**config.mk**
```make
export PLATFORM = sky130hd
export DESIGN_NAME = mgmt_bitbang_regs
export DESIGN_NICKNAME = d
export VERILOG_FILES = /design/src/rtl/mgmt_bb_pkg.sv /design/src/rtl/mgmt_access_decode.sv /design/src/rtl/mgmt_line_ctrl.sv /design/src/rtl/mgmt_store_bank.sv /design/src/rtl/mgmt_bitbang_regs.sv
export SDC_FILE = /design/constraint.sdc
export NUM_CORES = 2
export LEC_CHECK = 0
export BUFFER_PORTS_ARGS = -buffer_cell sky130_fd_sc_hd__buf_2
export CAP_MARGIN = 0
export CORE_MARGIN = 4
export CORE_UTILIZATION = 43
export CTS_CLUSTER_DIAMETER = 200
export DETAILED_ROUTE_END_ITERATION = 6
export GPL_TIMING_DRIVEN = 1
export PLACE_DENSITY_LB_ADDON = 0.12
export SKIP_LAST_GASP = 1
export SLEW_MARGIN = 15
export SYNTH_ARGS = -nofsm -noshare
export SYNTH_HDL_FRONTEND = slang
export SYNTH_HIERARCHICAL = 1
export SYNTH_SLANG_ARGS = --single-unit
```
**constraint.sdc**
```tcl
create_clock -name clk -period 2.9 [get_ports clk]
set_input_delay 0 -clock clk [delete_from_list [all_inputs] [get_ports clk]]
set_output_delay 0 -clock clk [all_outputs]
set_load 0.05 [all_outputs]
```
**src/rtl/mgmt_bb_pkg.sv**
```systemverilog
package mgmt_bb_pkg;
    localparam int DATA_W    = 32;
    localparam int ADDR_W    = 7;
    localparam int WIN_BYTES = 92;
    localparam int NUM_WORDS = WIN_BYTES / 4;
    localparam int IDX_W     = $clog2(NUM_WORDS);
    localparam int CTRL_OFF  = 'h28;
    localparam int STAT_OFF  = 'h2C;
    localparam int CTRL_IDX  = CTRL_OFF / 4;
    localparam int STAT_IDX  = STAT_OFF / 4;

    typedef enum logic [1:0] {
        SZ_BYTE = 2'd0,
        SZ_HALF = 2'd1,
        SZ_WORD = 2'd2,
        SZ_RSVD = 2'd3
    } acc_size_e;

    typedef enum logic [1:0] {
        TGT_NONE    = 2'd0,
        TGT_CTRL    = 2'd1,
        TGT_STAT    = 2'd2,
        TGT_STORE   = 2'd3
    } target_e;

    typedef struct packed {
        logic             wr;
        logic             rd;
        logic             err;
        target_e          tgt;
        logic [IDX_W-1:0] idx;
    } access_s;

    typedef struct packed {
        logic clk_lvl;
        logic drive_en;
        logic data_bit;
    } ctrl_s;

    function automatic ctrl_s ctrl_from_word(input logic [DATA_W-1:0] w);
        ctrl_s c;
        c.clk_lvl  = w[2];
        c.drive_en = w[1];
        c.data_bit = w[0];
        return c;
    endfunction

    function automatic logic [DATA_W-1:0] ctrl_to_word(input ctrl_s c);
        logic [DATA_W-1:0] w;
        w    = '0;
        w[2] = c.clk_lvl;
        w[1] = c.drive_en;
        w[0] = c.data_bit;
        return w;
    endfunction
endpackage

```
**src/rtl/mgmt_access_decode.sv**
```systemverilog
module mgmt_access_decode
    import mgmt_bb_pkg::*;
(
    input  logic [ADDR_W-1:0] addr,
    input  logic              wr,
    input  logic              rd,
    input  logic [1:0]        size,
    output access_s           acc
);
    logic             in_window;
    logic             aligned;
    logic             word_sz;
    logic             legal;
    logic [IDX_W-1:0] idx;

    always_comb begin
        in_window = (int'(addr) < WIN_BYTES);
        aligned   = (addr[1:0] == 2'b00);
        word_sz   = (acc_size_e'(size) == SZ_WORD);
        legal     = in_window && aligned && word_sz;
        idx       = IDX_W'(addr[ADDR_W-1:2]);

        acc.idx = idx;
        acc.err = (wr || rd) && !legal;
        acc.wr  = wr && legal;
        acc.rd  = rd && legal;
        if (!legal)
            acc.tgt = TGT_NONE;
        else if (int'(idx) == CTRL_IDX)
            acc.tgt = TGT_CTRL;
        else if (int'(idx) == STAT_IDX)
            acc.tgt = TGT_STAT;
        else
            acc.tgt = TGT_STORE;
    end
endmodule

```
**src/rtl/mgmt_line_ctrl.sv**
```systemverilog
module mgmt_line_ctrl
    import mgmt_bb_pkg::*;
(
    input  logic              clk,
    input  logic              rst,
    input  access_s           acc,
    input  logic [DATA_W-1:0] wdata,
    input  logic              din,
    output logic              dout,
    output logic              oe,
    output logic              mclk,
    output logic              edge_stb,
    output logic              line_lvl,
    output logic [DATA_W-1:0] ctrl_word
);
    ctrl_s cur_q;
    ctrl_s wr_c;
    logic  wr_ctrl;
    logic  stb_q;

    always_comb begin
        wr_ctrl = acc.wr && (acc.tgt == TGT_CTRL);
        wr_c    = ctrl_from_word(wdata);
    end

    always_ff @(posedge clk) begin
        if (rst) begin
            cur_q.clk_lvl  <= 1'b0;
            cur_q.drive_en <= 1'b0;
            cur_q.data_bit <= 1'b1;
            stb_q          <= 1'b0;
        end else begin
            stb_q <= wr_ctrl && (wr_c.clk_lvl != cur_q.clk_lvl);
            if (wr_ctrl) begin
                cur_q.clk_lvl  <= wr_c.clk_lvl;
                cur_q.drive_en <= wr_c.drive_en;
                if (wr_c.drive_en)
                    cur_q.data_bit <= wr_c.data_bit;
            end
        end
    end

    always_comb begin
        dout      = cur_q.data_bit;
        oe        = cur_q.drive_en;
        mclk      = cur_q.clk_lvl;
        edge_stb  = stb_q;
        line_lvl  = cur_q.drive_en ? cur_q.data_bit : din;
        ctrl_word = ctrl_to_word(cur_q);
    end


    edge_follows_change_chk: assert property (@(posedge clk) disable iff (rst)
        edge_stb |-> (mclk != $past(mclk)));


    dout_hold_chk: assert property (@(posedge clk) disable iff (rst)
        !$past(wr_ctrl) |-> $stable(dout));


    clk_hold_chk: assert property (@(posedge clk) disable iff (rst)
        !$past(wr_ctrl) |-> ($stable(mclk) && !edge_stb));
endmodule

```
**src/rtl/mgmt_store_bank.sv**
```systemverilog
module mgmt_store_bank
    import mgmt_bb_pkg::*;
(
    input  logic              clk,
    input  logic              rst,
    input  access_s           acc,
    input  logic [DATA_W-1:0] wdata,
    output logic [DATA_W-1:0] rd_word
);
    logic [NUM_WORDS*DATA_W-1:0] words_flat;

    for (genvar g = 0; g < NUM_WORDS; g++) begin : g_word
        if (g == CTRL_IDX || g == STAT_IDX) begin : g_hole
            assign words_flat[g*DATA_W +: DATA_W] = '0;
        end else begin : g_cell
            logic [DATA_W-1:0] cell_q;
            always_ff @(posedge clk) begin
                if (rst)
                    cell_q <= '0;
                else if (acc.wr && acc.tgt == TGT_STORE && int'(acc.idx) == g)
                    cell_q <= wdata;
            end
            assign words_flat[g*DATA_W +: DATA_W] = cell_q;
        end
    end

    always_comb begin
        rd_word = '0;
        for (int i = 0; i < NUM_WORDS; i++)
            if (int'(acc.idx) == i)
                rd_word = words_flat[i*DATA_W +: DATA_W];
    end
endmodule

```
**src/rtl/mgmt_bitbang_regs.sv**
```systemverilog
module mgmt_bitbang_regs
    import mgmt_bb_pkg::*;
(
    input  logic              clk,
    input  logic              rst,
    input  logic [ADDR_W-1:0] bus_addr,
    input  logic              bus_wr,
    input  logic              bus_rd,
    input  logic [1:0]        bus_size,
    input  logic [DATA_W-1:0] bus_wdata,
    output logic [DATA_W-1:0] bus_rdata,
    output logic              bus_err,
    input  logic              mgmt_din,
    output logic              mgmt_dout,
    output logic              mgmt_oe,
    output logic              mgmt_clk,
    output logic              clk_edge_stb
);
    access_s           acc;
    logic              line_lvl;
    logic [DATA_W-1:0] ctrl_word;
    logic [DATA_W-1:0] store_word;
    logic [DATA_W-1:0] rd_mux;
    logic [DATA_W-1:0] rdata_q;
    logic              err_q;

    mgmt_access_decode u_dec (
        .addr (bus_addr),
        .wr   (bus_wr),
        .rd   (bus_rd),
        .size (bus_size),
        .acc  (acc)
    );

    mgmt_line_ctrl u_line (
        .clk       (clk),
        .rst       (rst),
        .acc       (acc),
        .wdata     (bus_wdata),
        .din       (mgmt_din),
        .dout      (mgmt_dout),
        .oe        (mgmt_oe),
        .mclk      (mgmt_clk),
        .edge_stb  (clk_edge_stb),
        .line_lvl  (line_lvl),
        .ctrl_word (ctrl_word)
    );

    mgmt_store_bank u_store (
        .clk     (clk),
        .rst     (rst),
        .acc     (acc),
        .wdata   (bus_wdata),
        .rd_word (store_word)
    );

    always_comb begin
        unique case (acc.tgt)
            TGT_CTRL:  rd_mux = ctrl_word;
            TGT_STAT:  rd_mux = {{(DATA_W-1){1'b0}}, line_lvl};
            TGT_STORE: rd_mux = store_word;
            default:   rd_mux = '0;
        endcase
    end

    always_ff @(posedge clk) begin
        if (rst) begin
            rdata_q <= '0;
            err_q   <= 1'b0;
        end else begin
            err_q <= acc.err;
            if (acc.rd)
                rdata_q <= rd_mux;
            else if (acc.err && bus_rd)
                rdata_q <= '0;
        end
    end

    assign bus_rdata = rdata_q;
    assign bus_err   = err_q;


    err_no_effect_chk: assert property (@(posedge clk) disable iff (rst)
        bus_err |-> ($stable(mgmt_clk) && $stable(mgmt_oe) && $stable(mgmt_dout) && !clk_edge_stb));


    stat_upper_zero_chk: assert property (@(posedge clk) disable iff (rst)
        ($past(acc.rd) && $past(acc.tgt) == TGT_STAT) |-> (bus_rdata[DATA_W-1:1] == '0));


    err_single_chk: assert property (@(posedge clk) disable iff (rst)
        bus_err |-> $past(bus_wr || bus_rd));
endmodule

```
== After elaboration in Yosys (flattened, before gate mapping) ==
Cells that the tools add are included.

* Add/sub/neg operators: 0
* Equal/unequal tests: 27
* Bitwise operators: 0
* $lt $le $gt $ge: 1
* Divide/modulo/power cells: 0
* Reduce and logical (&&, ||, !) cells: 36
* Multiplexer cells: 30
* Multipliers: 0
* Shifts and indexed selects: 0

{| class="wikitable"
|+ Operators by type and width
! cell !! count
|-
| 32-bit 2-to-1 mux || 25
|-
| 32-bit case mux with 3 select lines || 1
|-
| 5-bit equality test, second input constant || 15
|-
| 1-bit logical AND || 30
|-
| 5-bit by 4-bit equality test with 1-bit output, second input constant || 4
|-
| 5-bit by 3-bit equality test with 1-bit output, second input constant || 2
|-
| 7-bit less-than comparator, second input constant || 1
|-
| 2-bit equality test, second input constant || 3
|-
| 5-bit by 2-bit equality test with 1-bit output, second input constant || 1
|-
| 5-bit logical NOT || 1
|-
| 2-bit 2-to-1 mux || 2
|-
| 2-bit by 1-bit equality test with 1-bit output, second input constant || 1
|-
| 2-bit logical NOT || 1
|-
| 1-bit 2-to-1 mux || 2
|-
| 2-bit AND reduction || 1
|-
| 2-bit nonzero test || 1
|-
| 1-bit logical NOT || 1
|-
| 1-bit logical OR || 1
|-
| 1-bit != test || 1
|}

* Bits in latches: 0
* Flip-flop bits (word level): 709
* Memories: 0
* Word-level logic and storage cells: 121
* Output and inout bits: 37
* Memory bits (read-only): 0
* Bits in writable memories: 0
* Input bits: 46

== Depth between registers and ports, before layout ==
* Depth after elaboration: 26
* Mapped depth: 14
* Mapped depth without buffers: 9

== Modules after synthesis ==
The synthesis kept the hierarchy.

{| class="wikitable"
|+ By module, submodules not included
! module !! sequential area each (µm²) !! area each (µm²) !! times used !! cells each
|-
| mgmt_store_bank || 13452.9 || 30563.1 || 1 || 4170
|-
| mgmt_bitbang_regs || 660.6 || 1805.5 || 1 || 148
|-
| mgmt_line_ctrl || 80.1 || 427.9 || 1 || 50
|-
| mgmt_access_decode || 0.0 || 137.6 || 1 || 21
|}

== Worst setup path after synthesis ==
OpenSTA, ideal clock, no wires.

* Path kind: input port to flip-flop
* From: in bus_addr[4]
* To: reg rdata_q[0], in the netlist bus_rdata[0]
* Path buffers: 4
* Setup time: 128 ps
* Arrival: 2071 ps
* Setup slack: 701 ps
* Required time: 2772 ps
* Cell stages on the path: 11
* Cells stage by stage: buf_4 > buf_2 > or3b_1 > clkbuf_1 > buf_2 > a21oi_2 > nor3_1 > a221o_1 > mux2_2 > a221oi_2 > nor2_1

* Cells in the longest elaborated chain, start to end: 26
* Elaborated cells between the ends (all ways): 62
* Classes of those cells: order compare: 1; eq/ne: 25; mux: 28; reduce/logical: 8

{| class="wikitable"
|+ RTL lines
! element !! RTL line !! RTL
|-
| from (decl) || mgmt_bitbang_regs.sv:6 || <nowiki>input logic [ADDR_W-1:0] bus_addr,</nowiki>
|-
| 5-bit logical NOT || mgmt_store_bank.sv:30 || <nowiki>if (int'(acc.idx) == i)</nowiki>
|-
| 32-bit 2-to-1 mux (22 in series) || mgmt_store_bank.sv:30 ||
|-
| 32-bit 2-to-1 mux (*) || mgmt_store_bank.sv:30 ||
|-
| via store_word[0] || mgmt_bitbang_regs.sv:22 || <nowiki>logic [DATA_W-1:0] store_word;</nowiki>
|-
| 32-bit case mux with 3 select lines (*) || mgmt_bitbang_regs.sv:58 || <nowiki>unique case (acc.tgt)</nowiki>
|-
| 32-bit 2-to-1 mux (*) || mgmt_bitbang_regs.sv:72 || <nowiki>if (acc.rd)</nowiki>
|-
| to (signal assigned) || mgmt_bitbang_regs.sv:73 || <nowiki>rdata_q <= rd_mux;</nowiki>
|-
| to (decl) || mgmt_bitbang_regs.sv:24 || <nowiki>logic [DATA_W-1:0] rdata_q;</nowiki>
|}

Mark *: on every way through the listed nets, which the timed path passes. The rest lies on a longest branch.
A chain may end at the register's enable or synchronous reset.

==> metrics.md <==
| Metric | Value |
|---|---|
| Status | finished, final reports clean |
| Nets | 4452 |
| FF-to-FF End | bus_rdata[30] |
| Final WS setup | 0.111 ns |
| Max Cap Violations | 0 |
| CP endpoint kind | flip-flop |
| Yosys reg bits | 709 |
| Design area | 0.0379 mm² |
| Overall Power | 21400 µW |
| Starting Density | 43.4% |
| HP Class | input port to flip-flop |
| Area leader, netlist | dfxtp_1 |
| Max Slew Vio Count | 0 |
| First-pass GRT wire length | 204000 µm |
| Site Rows | 101 |
| Placed Area | 0.0350 mm² |
| CP cell instances | dlygate4sd3_1, buf_2, nor4b_4, dlygate4sd3_1, nand3_1, nor2_2, and3_1, buf_12, buf_4, nand2_1, buf_12, nand2_1, a21oi_1 |
| Flop pwr share | 45.6% |
| Tot GR Track Use | 33.1% |
| Initial antenna violation count | 7 |
| CP max-delay cell | dlygate4sd3_1 |
| Number of global-route vias before repair | 29700 |
| Tmin final | 2.79 ns |
| Clock Latency Late Sink | 0.64 ns |
| Critical Path Fanout Max | 26 |
| Post-DR vias/cell | 5.92 |
| Post-DP HPWL | 93200 µm |
| Number of port buffers | 82 |
| Area of the core | 0.0759 mm² |
| Vias after detailed routing | 32500 |
| Synth Warn # | 6 |
| P_int | 16000 µW |
| Leak pwr | 0.0129 µW |
| Post-synthesis compound-gate area fraction | 22.7% |
| Async set-reset flop share out of synthesis | 0% |
| DR WL/cell | 25.3 µm |
| Clock transition at path regs | 0.06 ns |
| Synth Area in Adders | 0% |
| CTS tree | built |
| Worst slack at placement | -0.000542 ns |
| Final Hold Fails | 0 |
| Reg2Reg Depth | 9 |
| Grt ovf | 0 |
| Detailed Routing Iterations Pass 1 | 5 |
| Share of layout cells above drive strength 1 | 13.2% |
| Top cell type's share of synthesized area | 43.1% |
| Worst min-delay path startpoint | bus_size[0] |
| RSZ-0062 raised after global routing | true |
| Die width | 285 µm |
| Post-CTS setup repair buffer count | 0 |
| Hold EP | u_line/dout |
| Endpoints failing setup | 0 |
| PD cells | 563 mW/mm² |
| Synth area leaders | dfxtp_1, nand2_1, a21oi_1 |
| TritonCTS buffer count | 81 |
| Synthesized instance count | 4389 |
| Comb power frac | 7.8% |
| Largest net degree at the start of global routing | 98 |
| CP required | 3.39 ns |
| Setup slack, reg-to-reg | 0.57 ns |
| Post-Synth Simple-Gate Area | 21.9% |
| DRT iter0 DRCs | 3871 |
| Clk buf depth | 3 |
| CTS Sinks | 709 |
| Top FF cell, synth | dfxtp_1 |
| Routability congestion estimate | 0.929 |
| Net Sw Frac | 25.3% |
| Synth Cell Area | 0.0329 mm² |
| Layout area overhead | 15.2% |
| DRC | 0 |
| Slew @ Worst Pin | 0.765 ns |
| Post-synthesis mux area share | 5.65% |
| Worst Setup Path Type | input port to flip-flop |
| Post-Synth XOR/XNOR Area | 0.0266% |
| Slew headroom | 49.0% |
| Die Height | 285 µm |
| Die Area | 0.0811 mm² |
| Synth Area per Inst | 7.50 µm² |
| Peak supply drop | 369 µV |
| Max incr delay on CP | 0.60 ns |
| Highest clock rate | 359 MHz |
| Reg2reg start | u_store/g_word[14].g_cell.cell_q[30] |
| Root buffer selected by CTS | clkbuf_16 |
| Synth unique cells | 89 |
| Final Cycle Share | 96.2% |
| Hold depth | 7 |
| Sw power | 5410 µW |
| Number of enable flip-flop cells after synthesis | 0 |
| Largest family of logic cells by synthesized area | compound AO/OA/AOI/OAI gates |
| Boundary pin count | 83 |
| Post-Route WL | 139000 µm |
| Final Skew | 0.0307 ns |
| Register area share after synthesis | 43.1% |
| Most common library cell in the layout ignoring fill and taps | nand2_1 |
| Post-route ant nets | 0 |
| Clock share of power | 46.6% |
| Setup TNS Final | 0 ns |
| Most frequent cells in the layout | nand2_1, a21oi_1, dfxtp_1 |
| CP arrival | 3.28 ns |
| H-tree lvl count | 3 |
| Critical path startpoint category | input port |
[critical path: cells and delay by family]
family / cells / cell delay, ns
AOI/OAI and AO/OA: 1 / 0.06
and+or+nand+nor: 6 / 1.23
buffers and inverters: 6 / 1.95
[metrics by stage]
step           hold slack, ns  util (%)  instances
2_1_floorplan          0.0695         -       4417
3_3_place_gp            0.435      46.1       5315
3_5_place_dp            0.442      46.1       5315
4_1_cts                 0.101      49.9       5490
5_1_grt                 0.170      49.9       5491
6_report                0.122      50.0       5494
[worst max-delay path by stage]
stage / slack [ns] / to / start / cells after the start
6_report: 0.11 / u_store/g_word[18].g_cell.cell_q[3] / bus_addr[1] / 13
5_1_grt: -0.01 / u_store/g_word[18].g_cell.cell_q[3] / bus_addr[1] / 13
4_1_cts: 0.07 / u_store/g_word[13].g_cell.cell_q[8] / bus_addr[1] / 13
3_5_place_dp: -0.0005 / bus_rdata[18] / bus_addr[2] / 10
3_3_place_gp: 0.04 / bus_rdata[18] / bus_addr[2] / 10
2_1_floorplan: 0.70 / bus_rdata[0] / bus_addr[4] / 11
[power by group through the flow]
stage	clock network, µW	logic [µW]	registers (µW)
5_1_grt	10500	1720	9740
2_1_floorplan	0	908	9960
6_report	9950	1670	9740
3_5_place_dp	0	1580	9960
4_1_cts	10000	1620	9740
3_3_place_gp	0	1580	9960
[flip-flops by register name, indices dropped and copies added, names as in the netlist]
signal                        cells
u_store/g_word.g_cell.cell_q    672
bus_rdata                        32
bus_err                           1
u_line/dout                       1
u_line/edge_stb                   1
u_line/mclk                       1
u_line/oe                         1
[layout make-up]
| class | count | area (µm²) |
|---|---|---|
| antenna | 4 | 10.0 |
| tap | 1030 | 1290 |
| timing repair buffer | 362 | 3120 |
| fill | 7443 | 38000 |
| multi-input combinational | 3246 | 16800 |
| clock buffer | 124 | 2380 |
| sequential | 709 | 14200 |
| inverter | 6 | 22.5 |
| clock inverter | 13 | 135 |
[per-layer routing]
layer,global-route usage [%],vias up,wire (µm)
li1,-,14900,-
met1,46.1,15600,58200
met2,51.5,1738,61900
met3,5.86,292,13500
met4,12.2,6,5490
met5,0,-,40
[cell usage after synthesis, drive strengths merged, types with 6 or more instances]
master,instances
nand2,1475
buf,193
o21a,18
a211oi,13
nor3,34
o211ai,22
mux4,11
o21ai,130
o32ai,11
clkbuf,263
o22a,7
a221oi,16
a21oi,800
a21o,13
a32oi,10
dfxtp,709
nand3,35
nand2b,17
mux2i,77
a31oi,20
o22ai,57
o221ai,31
a2bb2oi,7
a221o,11
a22oi,57
mux2,65
or3,6
and3,9
nor2,158
nor2b,22
o2bb2ai,6
[timing repair]
action / in CTS / in global routing
gates resized for setup: 0 / 7
endpoints found under the setup margin: 0 / 214
hold buffers: 38 / 0
hold endpoints to repair: 683 / 0
[cells by family (layout without fill, tap and decap cells)]
kind of cell / Yosys count / count (layout)
DFF: 709 / 709
AOI/OAI and AO/OA: 1271 / 1271
muxes: 153 / 153
buffers and inverters: 462 / 505
and+or+nand+nor: 1792 / 1792
other: 1 / 33
xor gates and xnor gates: 1 / 1
Note: power is estimated with default switching activity, not from simulation.
